### src/rtl/alt_sweep_pkg.sv
package alt_sweep_pkg;

  typedef enum logic [1:0] {
    HM_MAIN    = 2'b00,
    HM_DELAYED = 2'b01,
    HM_ALT     = 2'b10,
    HM_SPARE   = 2'b11
  } hmode_t;

  // Alternate mode is the only mode that accepts toggle events.
  function automatic logic mode_is_alt(input logic [1:0] m);
    return m == HM_ALT;
  endfunction

  // Next select value. 1 selects the delayed sweep.
  function automatic logic next_select(input logic [1:0] m,
                                       input logic       was_alt,
                                       input logic       cur,
                                       input logic       evt);
    logic r;
    case (m)
      HM_DELAYED: r = 1'b1;
      HM_ALT:     r = was_alt ? (cur ^ evt) : 1'b0;
      default:    r = 1'b0;
    endcase
    return r;
  endfunction

  // Active-low separation: only in alternate mode while the delayed sweep shows.
  function automatic logic sep_level(input logic sel, input logic in_alt);
    return ~(sel & in_alt);
  endfunction

endpackage

### src/rtl/sweep_edge_sync.sv
module sweep_edge_sync #(
  parameter int STAGES = 2
) (
  input  logic clk,
  input  logic rst,
  input  logic async_i,
  output logic fall_o
);
  localparam int LAST = STAGES - 1;

  logic [STAGES-1:0] pipe_q;
  logic              prev_q;

  always_ff @(posedge clk) begin
    if (rst) begin
      pipe_q <= '0;
      prev_q <= 1'b0;
    end else begin
      pipe_q <= {pipe_q[STAGES-2:0], async_i};
      prev_q <= pipe_q[LAST];
    end
  end

  assign fall_o = prev_q & ~pipe_q[LAST];

  // a detected edge lasts a single cycle
  p_fall_one_cycle_r8: assert property (@(posedge clk) disable iff (rst)
    fall_o |=> !fall_o);

endmodule

### src/rtl/sweep_toggle_mux.sv
module sweep_toggle_mux (
  input  logic clk,
  input  logic rst,
  input  logic vert_alt,
  input  logic alt_fall,
  input  logic ch1_fall,
  output logic toggle_evt
);
  // Toggle on a rising edge of the inverted channel-1 signal when vertical alternates.
  assign toggle_evt = vert_alt ? ch1_fall : alt_fall;

  // with vert_alt low, only alt-sync edges qualify
  p_src_altsync_r3: assert property (@(posedge clk) disable iff (rst)
    (!vert_alt && !alt_fall) |-> !toggle_evt);
  // with vert_alt high, only channel-1 edges qualify
  p_src_ch1_r4: assert property (@(posedge clk) disable iff (rst)
    (vert_alt && !ch1_fall) |-> !toggle_evt);

endmodule

### src/rtl/sweep_sel_reg.sv
module sweep_sel_reg
  import alt_sweep_pkg::*;
(
  input  logic       clk,
  input  logic       rst,
  input  logic [1:0] hmode,
  input  logic       toggle_evt,
  output logic       dly_sel,
  output logic       sep_n
);
  logic alt_q;
  logic sel_d;
  logic alt_d;

  assign alt_d = mode_is_alt(hmode);
  assign sel_d = next_select(hmode, alt_q, dly_sel, toggle_evt);

  always_ff @(posedge clk) begin
    if (rst) begin
      dly_sel <= 1'b0;
      alt_q   <= 1'b0;
      sep_n   <= 1'b1;
    end else begin
      dly_sel <= sel_d;
      alt_q   <= alt_d;
      sep_n   <= sep_level(sel_d, alt_d);
    end
  end

  // main-only (and spare code) forces the main sweep
  p_main_hold_r1: assert property (@(posedge clk) disable iff (rst)
    (hmode == HM_MAIN || hmode == HM_SPARE) |=> (!dly_sel && sep_n));
  // delayed-only forces the delayed sweep without separation
  p_dly_hold_r2: assert property (@(posedge clk) disable iff (rst)
    (hmode == HM_DELAYED) |=> (dly_sel && sep_n));
  // a qualified event inside alternate mode inverts the select
  p_toggle_flip_r3: assert property (@(posedge clk) disable iff (rst)
    (alt_q && hmode == HM_ALT && toggle_evt) |=> (dly_sel != $past(dly_sel)));
  // no event, no change while alternating
  p_toggle_idle_r9: assert property (@(posedge clk) disable iff (rst)
    (alt_q && hmode == HM_ALT && !toggle_evt) |=> $stable(dly_sel));
  // entry into alternate starts on the main sweep
  p_alt_entry_r5: assert property (@(posedge clk) disable iff (rst)
    (!alt_q && hmode == HM_ALT) |=> !dly_sel);
  // separation tracks select and mode registers
  p_sep_track_r6: assert property (@(posedge clk) disable iff (rst)
    sep_n == !(dly_sel && alt_q));
  // reset clears to main, separation off
  p_reset_state_r7: assert property (@(posedge clk)
    rst |=> (!dly_sel && sep_n));

endmodule

### src/rtl/alt_sweep_selector.sv
module alt_sweep_selector #(
  parameter int SYNC_STAGES = 2
) (
  input  logic       clk,
  input  logic       rst,
  input  logic [1:0] hmode,
  input  logic       vert_alt,
  input  logic       alt_sync,
  input  logic       ch1_sel,
  output logic       dly_sel,
  output logic       sep_n
);
  localparam int NSRC = 2;

  logic [NSRC-1:0] strobe_in;
  logic [NSRC-1:0] strobe_fall;
  logic            toggle_evt;

  assign strobe_in = {ch1_sel, alt_sync};

  for (genvar g = 0; g < NSRC; g++) begin : g_sync
    sweep_edge_sync #(.STAGES(SYNC_STAGES)) u_sync (
      .clk     (clk),
      .rst     (rst),
      .async_i (strobe_in[g]),
      .fall_o  (strobe_fall[g])
    );
  end

  sweep_toggle_mux u_mux (
    .clk        (clk),
    .rst        (rst),
    .vert_alt   (vert_alt),
    .alt_fall   (strobe_fall[0]),
    .ch1_fall   (strobe_fall[1]),
    .toggle_evt (toggle_evt)
  );

  sweep_sel_reg u_sel (
    .clk        (clk),
    .rst        (rst),
    .hmode      (hmode),
    .toggle_evt (toggle_evt),
    .dly_sel    (dly_sel),
    .sep_n      (sep_n)
  );

endmodule

### config.mk
export PLATFORM = sky130hd
export DESIGN_NAME = alt_sweep_selector
export DESIGN_NICKNAME = d
export VERILOG_FILES = /design/src/rtl/alt_sweep_pkg.sv /design/src/rtl/sweep_edge_sync.sv /design/src/rtl/sweep_toggle_mux.sv /design/src/rtl/sweep_sel_reg.sv /design/src/rtl/alt_sweep_selector.sv
export SDC_FILE = /design/constraint.sdc
export NUM_CORES = 1
export LEC_CHECK = 0
export ABC_AREA = 1
export CAP_MARGIN = 10
export CORE_AREA = 2 2 39 41
export CTS_CLUSTER_SIZE = 28
export DETAILED_ROUTE_END_ITERATION = 6
export DIE_AREA = 0 0 41 43
export DONT_BUFFER_PORTS = 1
export SETUP_SLACK_MARGIN = 0.2
export SKIP_CTS_REPAIR_TIMING = 1
export SYNTH_ARGS = -nofsm -noshare
export SYNTH_HDL_FRONTEND = slang
export SYNTH_SLANG_ARGS = --single-unit
### constraint.sdc
create_clock -name clk -period 1.6 [get_ports clk]
set_clock_uncertainty 0.2 [all_clocks]
set_input_delay 0 -clock clk [delete_from_list [all_inputs] [get_ports clk]]
set_output_delay 0 -clock clk [all_outputs]
set_load 0.02 [all_outputs]
==> results of run 1 <==
## metrics by stage
step | setup slack (ps) | instance area [sq um] | cells | power [W]
final | 410 | 452 | 68 | 0.000446
after global routing | 328 | 452 | 68 | 0.000471
after CTS | 411 | 402 | 63 | 0.000446
after floorplan | 527 | 360 | 44 | 0.000267
after detailed placement | 442 | 375 | 59 | 0.000267
after global placement | 460 | 375 | 59 | 0.000266
## area by class of cell
type	instances	area share
tap	16	0.0443
multi-input combinational	20	0.235
timing repair buffer	5	0.111
clock buffer	4	0.0582
inverter	14	0.152
sequential	9	0.399
## worst max-delay path: cells and delay by family
family | cells | cell delay, ps
buf+inv | 3 | 610
simple gates | 5 | 320
fa+ha+maj | 1 | 200
## state kept, by name, summed over array words and instances (netlist names)
register	cells
g_sync.u_sync.pipe_q	4
g_sync.u_sync.prev_q	2
u_sel.alt_q	1
u_sel.dly_sel	1
u_sel.sep_n	1
## layer usage
metal  GRT usage  routed length (um)  share of wire
met5           0                   0              0
met4      0.0400                   0              0
met1      0.0649                 225           0.40
met3      0.0628                  59           0.10
met2       0.116                 282           0.50
## synthesized netlist by cell type
library cell	n	area, sq um
inv_1	10	37.5
dfxtp_1	9	180
nor2_1	7	26.3
nand2_1	5	18.8
nand3_1	4	20.0
clkinv_1	2	7.51
ha_1	2	25.0
buf_2	1	5.00
inv_16	1	20.0
inv_2	1	3.75
nand3_2	1	10.0
nor2_2	1	6.26
## worst max-delay path by stage
stage                       start  cells after the start       endpoint  slack (ps)
finish                   hmode[0]                      9  u_sel.dly_sel         410
global route        u_sel.dly_sel                      5    u_sel.sep_n         330
CTS                 u_sel.dly_sel                      6  u_sel.dly_sel         410
detailed placement  u_sel.dly_sel                      5    u_sel.sep_n         440
global placement    u_sel.dly_sel                      6  u_sel.dly_sel         460
floorplan           u_sel.dly_sel                      6  u_sel.dly_sel         530
## kinds of logic after synthesis
| family | count (synthesis) |
|---|---|
| adders and majority gates | 2 |
| buffers and inverters | 15 |
| DFF | 9 |
| and+or+nand+nor | 18 |
## power groups by stage
stage | Combinational, W | Sequential, W | Clock [W]
2_1_floorplan | 0.0000259 | 0.000241 | 0
3_3_place_gp | 0.0000251 | 0.000241 | 0
3_5_place_dp | 0.0000256 | 0.000242 | 0
4_1_cts | 0.0000258 | 0.000237 | 0.000184
5_1_grt | 0.0000433 | 0.000237 | 0.000191
6_report | 0.0000380 | 0.000236 | 0.000172
==> results_dict.tcl, run 1 <==
set metrics [dict create \
    netlist_area_sq_um 360 \
    cp-end-kind "register" \
    antennaDiodeCount 0 \
    synth_compound_area_frac 0 \
    status "complete, but fails checks" \
    vias 264 \
    cts_tree "built" \
    clk_path_buf_depth 2 \
    clockPowerShare 0.385 \
    r2r-end "u_sel.dly_sel" \
    numCtsBuffers 3 \
    ir_drop_mv 0.482 \
    clock_latency_ps 260 \
    place_congestion 0.700 \
    rows 14 \
    hold_path_class "in -> reg" \
    crit_type "in -> reg" \
    sequentialPowerShare 0.530 \
    arrival_ps 1130 \
    synth-simple-area-share 0.226 \
    yosys.cell_types.count 12 \
    totalWireLength_um 566 \
    total_leakage_power_nw 0.217 \
    die_w_um 41 \
    dr.pass1.iters 2 \
    required_ps 1540 \
    clock-sinks 9 \
    yosysWarnings 0 \
    core-area_sq_um 1380 \
    die_h_um 43 \
    clock.fmax_ghz 0.840 \
    fin_util 0.326 \
    drive_gt1_frac 0.135 \
    cp_slowest_stage_delay_ps 520 \
    start_util 0.260 \
    syn_area_per_cell_sq_um 8.19 \
    rsz0062_at_grt "no" \
    maxSlewHeadroom 0.761 \
    cp_cell_sequence "dlygate4sd3_1 -> inv_1 -> ha_1 -> nand2_1 -> clkinv_1 -> nand3_1 -> nand2_1 -> nand2_1 -> nor2_2" \
    regArea_sq_um 180 \
    cts_root_buffer "clkbuf_4" \
    reg2reg_from "u_sel.dly_sel" \
    hold_viol_final 2 \
    power.internal_w 0.000347 \
    wl_per_cell_um 8.32 \
    netlist_instances 44 \
    dpl.hpwl_um 383 \
    grt_pass1_wl_um 814 \
    cpMostUsedCell "nand2_1" \
    drc_errors 0 \
    vias_per_cell 3.88 \
    die-area_sq_um 1760 \
    synth_nets 53 \
    fill_cells 151 \
    htree_num_levels 1 \
    first_global_vias 224 \
    clkSlewWorstSetupHoldPaths_ps 60 \
    final_common_cell "inv_1" \
    max_cap_violations 0 \
    min_to "u_sel.sep_n" \
    violations "hold timing" \
    cp_max_fo 2 \
    grt_remaining_overflow 0 \
    synthAdderAreaFrac 0.0694 \
    fin_nets 62 \
    p_per_area_nw_per_um2 988 \
    slowest_stage "dlygate4sd3_1" \
    hold_start "vert_alt" \
    period_share 0.744 \
    hold_slack_ps -51.5 \
    track_usage 0.0755 \
    start_kind "input port" \
    portBuffers 0 \
    synth-seq-area-share 0.500 \
    r2r_setup_slack_ps 430 \
    finalCriticalPeriod_ps 1190 \
    setup_violations 0 \
    antenna_found_initial 0 \
    fin_setup_tns_ps 0 \
    switching_power_w 0.0000995 \
    multi_input_area_sq_um 106 \
    drtAntennaViolNets 0 \
    hold_path_depth 6 \
    r2r.worst_path.cells 6 \
    grt_max_degree 9 \
    synthMuxAreaShare 0 \
    area_growth_pct 25.3 \
    maxSlewViolCount 0 \
    ios 9 \
    synth-xor-area-share 0 \
    drt_iter0_markers 2 \
    final_cell_mix "10 x inv_1, 9 x dfxtp_1, 7 x nor2_1, 5 x nand2_1, 5 x dlygate4sd3_1" \
    ys_ff_latch 9 \
    pwr-share-comb 0.085 \
    switching_share 0.223 \
    synth_top_family_by_area "simple AND/OR/NAND/NOR gates" \
    tightest_slew_ps 359 \
]
(Power assumes the default switching activity.)
==> inputs of run 2 (changes only) <==
==> constraint.sdc (replaced) <==
create_clock -name clk -period 1.14 [get_ports clk]
set_clock_uncertainty 0.2 [all_clocks]
set_input_delay 0 -clock clk [delete_from_list [all_inputs] [get_ports clk]]
set_output_delay 0 -clock clk [all_outputs]
set_load 0.02 [all_outputs]
==> results_dict.tcl, run 2 (same netlist as run 1, synthesis figures left out) <==
set metrics [dict create \
    largest_register_ffs 4 \
    finalCriticalPeriod_ps 1060 \
    hold_path_class "in -> reg" \
    clock_latency_ps 260 \
    crit_type "reg -> reg" \
    grt_pass1_wl_um 710 \
    final_cell_mix "9 x inv_1, 8 x dfxtp_1, 7 x nor2_1" \
    hold_start "rst" \
    cp-end-kind "register" \
    cp_cell_sequence "inv_2 -> nand3_2 -> nand3_1 -> nand3_2 -> nand2_2 -> nand2_2 -> nor2_2" \
    reg2reg_from "g_sync[1].u_sync.pipe_q[1]" \
    drt_iter0_markers 2 \
    cts_root_buffer "clkbuf_4" \
    path_buf_inv 1 \
    total_leakage_power_nw 0.212 \
    fill_cells 143 \
    violations "hold timing" \
    p_per_area_nw_per_um2 1390 \
    maxSlewHeadroom 0.771 \
    fin_area_sq_um 442 \
    dpl-instance-area_sq_um 384 \
    drc_errors 0 \
    first_global_vias 224 \
    final_common_cell "inv_1" \
    htree_num_levels 1 \
    min_to "u_sel.dly_sel" \
    area_growth_pct 22.6 \
    hold_viol_final 7 \
    core-area_sq_um 1380 \
    grt_remaining_overflow 0 \
    rows 14 \
    clock-sinks 9 \
    status "complete, but fails checks" \
    totalWireLength_um 478 \
    fin_nets 59 \
    fin_setup_tns_ps 0 \
    arrival_ps 1050 \
    period_share 0.929 \
    slowest_stage "dfxtp_1" \
    cts_tree "built" \
    ir_drop_mv 0.462 \
    antenna_found_initial 0 \
    die_h_um 43 \
    hold_slack_ps -403 \
    numCtsBuffers 3 \
    largest_registers "g_sync.u_sync.pipe_q (4), g_sync.u_sync.prev_q (2)" \
    hold_path_depth 1 \
    dr.pass1.iters 2 \
    dpl.hpwl_um 379 \
    track_usage 0.0655 \
    largest_register "g_sync.u_sync.pipe_q" \
    cp_slowest_stage_delay_ps 310 \
    max_cap_violations 0 \
    wl_per_cell_um 7.35 \
    maxSlewViolCount 0 \
    cpLargestDelayFamily "simple AND/OR/NAND/NOR gates" \
    required_ps 1130 \
    grt_max_degree 9 \
    crit_cells 7 \
    clock.fmax_ghz 0.944 \
    r2r.worst_path.cells 7 \
    setup_violations 0 \
    portBuffers 0 \
    antennaDiodeCount 0 \
    drtAntennaViolNets 0 \
    clk_path_buf_depth 2 \
    clkSlewWorstSetupHoldPaths_ps 60 \
    vias 242 \
    place_congestion 0.690 \
    tightest_slew_ps 344 \
    r2r-end "u_sel.dly_sel" \
    drive_gt1_frac 0.286 \
    cp_max_fo 2 \
    r2r_setup_slack_ps 80 \
    die_w_um 41 \
    vias_per_cell 3.72 \
    rsz0062_at_grt "yes" \
    ios 9 \
    start_util 0.260 \
    die-area_sq_um 1760 \
    start_kind "register" \
]
-- run 2: power by group --
group / internal (W) / switching, W / leakage [nW]
Clock: 0.000129 / 0.000110 / 0.0177
Sequential: 0.000325 / 0.00000618 / 0.0746
Combinational: 0.0000205 / 0.0000231 / 0.119
-- run 2: area by class of cell --
| type | instances | area [sq um] | area share |
|---|---|---|---|
| Multi-Input combinational cell | 20 | 121 | 0.275 |
| Timing Repair Buffer | 2 | 20.0 | 0.0453 |
| Sequential cell | 9 | 184 | 0.416 |
| Tap cell | 16 | 20.0 | 0.0453 |
| Inverter | 14 | 68.8 | 0.156 |
| Clock inverter | 1 | 5.00 | 0.0113 |
| Clock buffer | 3 | 22.5 | 0.0510 |
-- run 2: metal layers --
layer	GRT usage	routed length [um]	part of all wire
met1	0.0456	183	0.38
met2	0.0938	237	0.50
met3	0.0314	56	0.12
met4	0.100	0	0
met5	0	0	0
-- run 2: per-stage QoR --
stage,instances,total power (W),utilization,setup WS [ps]
after floorplan,44,0.000374,-,130
after global placement,59,0.000373,0.278,84.6
after detailed placement,59,0.000374,0.278,64.0
after CTS,63,0.000626,0.297,47.7
after global routing,65,0.000643,0.319,13.2
final,65,0.000613,0.319,80.8
-- run 2: worst max path at each step --
stage | from | slack (ps) | to
2_1_floorplan | g_sync[0].u_sync.pipe_q[1] | 130 | u_sel.dly_sel
3_3_place_gp | g_sync[1].u_sync.pipe_q[1] | 80 | u_sel.dly_sel
3_5_place_dp | g_sync[0].u_sync.pipe_q[1] | 60 | u_sel.dly_sel
4_1_cts | g_sync[0].u_sync.pipe_q[1] | 50 | u_sel.dly_sel
5_1_grt | g_sync[1].u_sync.pipe_q[1] | 10 | u_sel.sep_n
6_report | g_sync[1].u_sync.pipe_q[1] | 80 | u_sel.dly_sel
==> inputs of run 3 (changes only) <==
--- a/config.mk
+++ b/config.mk
@@ -12,8 +12,8 @@
 export DETAILED_ROUTE_END_ITERATION = 6
 export DIE_AREA = 0 0 41 43
 export DONT_BUFFER_PORTS = 1
+export GPL_TIMING_DRIVEN = 0
 export SETUP_SLACK_MARGIN = 0.2
-export SKIP_CTS_REPAIR_TIMING = 1
 export SYNTH_ARGS = -nofsm -noshare
 export SYNTH_HDL_FRONTEND = slang
 export SYNTH_SLANG_ARGS = --single-unit
==> results_dict.tcl, run 3 (same netlist as run 1, synthesis figures left out) <==
set metrics [dict create \
    status "complete, but fails checks" \
    violations "hold timing" \
    tightest_slew_ps 344 \
    vias 251 \
    cts_hold_buf 2 \
    drtAntennaViolNets 0 \
    start_kind "register" \
    wl_per_cell_um 6.00 \
    route.met2.wl_um 194 \
    antenna_found_initial 0 \
    drc_errors 0 \
    slowest_stage "dfxtp_1" \
    totalWireLength_um 396 \
    dp_slack_ps 62.7 \
    grt_pass1_wl_um 683 \
    setup_violations 0 \
    largest_registers "g_sync.u_sync.pipe_q (4), g_sync.u_sync.prev_q (2)" \
    cts_setup_buffers 0 \
    core-area_sq_um 1380 \
    place_congestion 0.648 \
    dpl.hpwl_um 344 \
    ios 9 \
    ir_drop_mv 0.710 \
    htree_num_levels 1 \
    largest_register "g_sync.u_sync.pipe_q" \
    p_per_area_nw_per_um2 1400 \
    cpLargestDelayFamily "simple AND/OR/NAND/NOR gates" \
    fin_util 0.315 \
    cpMostUsedCell "nand2_1" \
    portBuffers 0 \
    die_w_um 41 \
    clkSlewWorstSetupHoldPaths_ps 60 \
    fill_cells 151 \
    numCtsBuffers 3 \
    max_cap_violations 0 \
    grt_remaining_overflow 0 \
    clock.fmax_ghz 0.947 \
    first_global_vias 211 \
    hold_viol_final 9 \
    drt_iter0_markers 0 \
    antennaDiodeCount 0 \
    dr_wl_met3_um 48 \
    total_leakage_power_nw 0.210 \
    cp-end-kind "register" \
    rsz0062_at_grt "yes" \
    hold_path_class "in -> reg" \
    wl_met1_um 154 \
    cp_slowest_stage_delay_ps 300 \
    die_h_um 43 \
    hold_slack_ps -202 \
    required_ps 1080 \
    start_util 0.260 \
    largest_register_ffs 4 \
    area_growth_pct 20.8 \
    path_buf_inv 1 \
    cts_tree "built" \
    fin_ws_ps 84.0 \
    clk_path_buf_depth 2 \
    die-area_sq_um 1760 \
    track_usage 0.0565 \
    cp_max_fo 2 \
    finalCriticalPeriod_ps 1060 \
    maxSlewViolCount 0 \
    grt_max_degree 9 \
    final_cell_mix "8 x inv_1, 8 x dfxtp_1, 7 x nor2_1, 5 x nand2_1" \
    clock_latency_ps 250 \
    maxSlewHeadroom 0.771 \
    fin_nets 60 \
    period_share 0.926 \
    vias_per_cell 3.80 \
    dr.pass1.iters 1 \
    cp_cell_sequence "inv_2 -> nand3_2 -> nand2_1 -> nand2_1 -> nand3_1 -> nand2_1 -> nand2_1 -> nor2_2" \
    drive_gt1_frac 0.240 \
    clock-sinks 9 \
    rows 14 \
    cts_root_buffer "clkbuf_4" \
    crit_type "reg -> reg" \
    arrival_ps 1000 \
    dr.max_layer_used "met3" \
]
-- run 3: routing by layer --
metal  track usage  vias up
li1              -      137
met1        0.0588      108
met2        0.0844        6
met3        0.0262        0
met4        0.0400        0
met5             0        -
-- run 3: timing repair --
action	in CTS	in global routing
endpoints found under the setup margin	2	2
pin swaps	0	1
cloned	0	0
resized for setup	1	1
endpoints found under the hold margin	9	9
-- run 3: worst paths after layout --
path                                                 start  slack [ps]                         end  depth (start not counted)
worst max-delay path            g_sync[1].u_sync.pipe_q[1]          80               u_sel.dly_sel                          8
worst min-delay path                                   rst        -200               u_sel.dly_sel                          2
worst max register to register  g_sync[1].u_sync.pipe_q[1]          80               u_sel.dly_sel                          8
worst min register to register  g_sync[1].u_sync.pipe_q[0]         200  g_sync[1].u_sync.pipe_q[1]                          2
-- run 3: report_power, final --
part | internal (W) | total (W) | switching, W
Sequential | 0.000325 | 0.000331 | 0.00000625
Clock | 0.000134 | 0.000231 | 0.0000972
Combinational | 0.0000207 | 0.0000457 | 0.0000250
-- run 3: metrics by stage --
stage / instances / hold slack [ps] / setup TNS (ps) / total power [W] / cell area, sq um
CTS: 66 / -200 / 0 / 0.000617 / 435
floorplan: 44 / -93.0 / 0 / 0.000374 / 369
detailed placement: 60 / -88.6 / 0 / 0.000379 / 389
finish: 66 / -202 / 0 / 0.000608 / 435
global placement: 60 / -89.6 / 0 / 0.000378 / 389
global route: 66 / -185 / -17.2 / 0.000637 / 435
-- run 3: worst register-to-register path, stage by stage (launching register included) --
cell	delay, ps
dfxtp_1	300
inv_2	50
nand3_2	60
nand2_1	60
nand2_1	40
nand3_1	60
nand2_1	70
nand2_1	70
nor2_2	30
-- run 3: area by class of cell --
cell class / count / area [sq um] / share of cell area
buffer: 1 / 5.00 / 0.0115
clock buffer: 4 / 26.3 / 0.0603
inverter: 14 / 68.8 / 0.158
multi-input combinational: 20 / 111 / 0.256
sequential: 9 / 184 / 0.422
tap: 16 / 20.0 / 0.0460
timing repair buffer: 2 / 20.0 / 0.0460
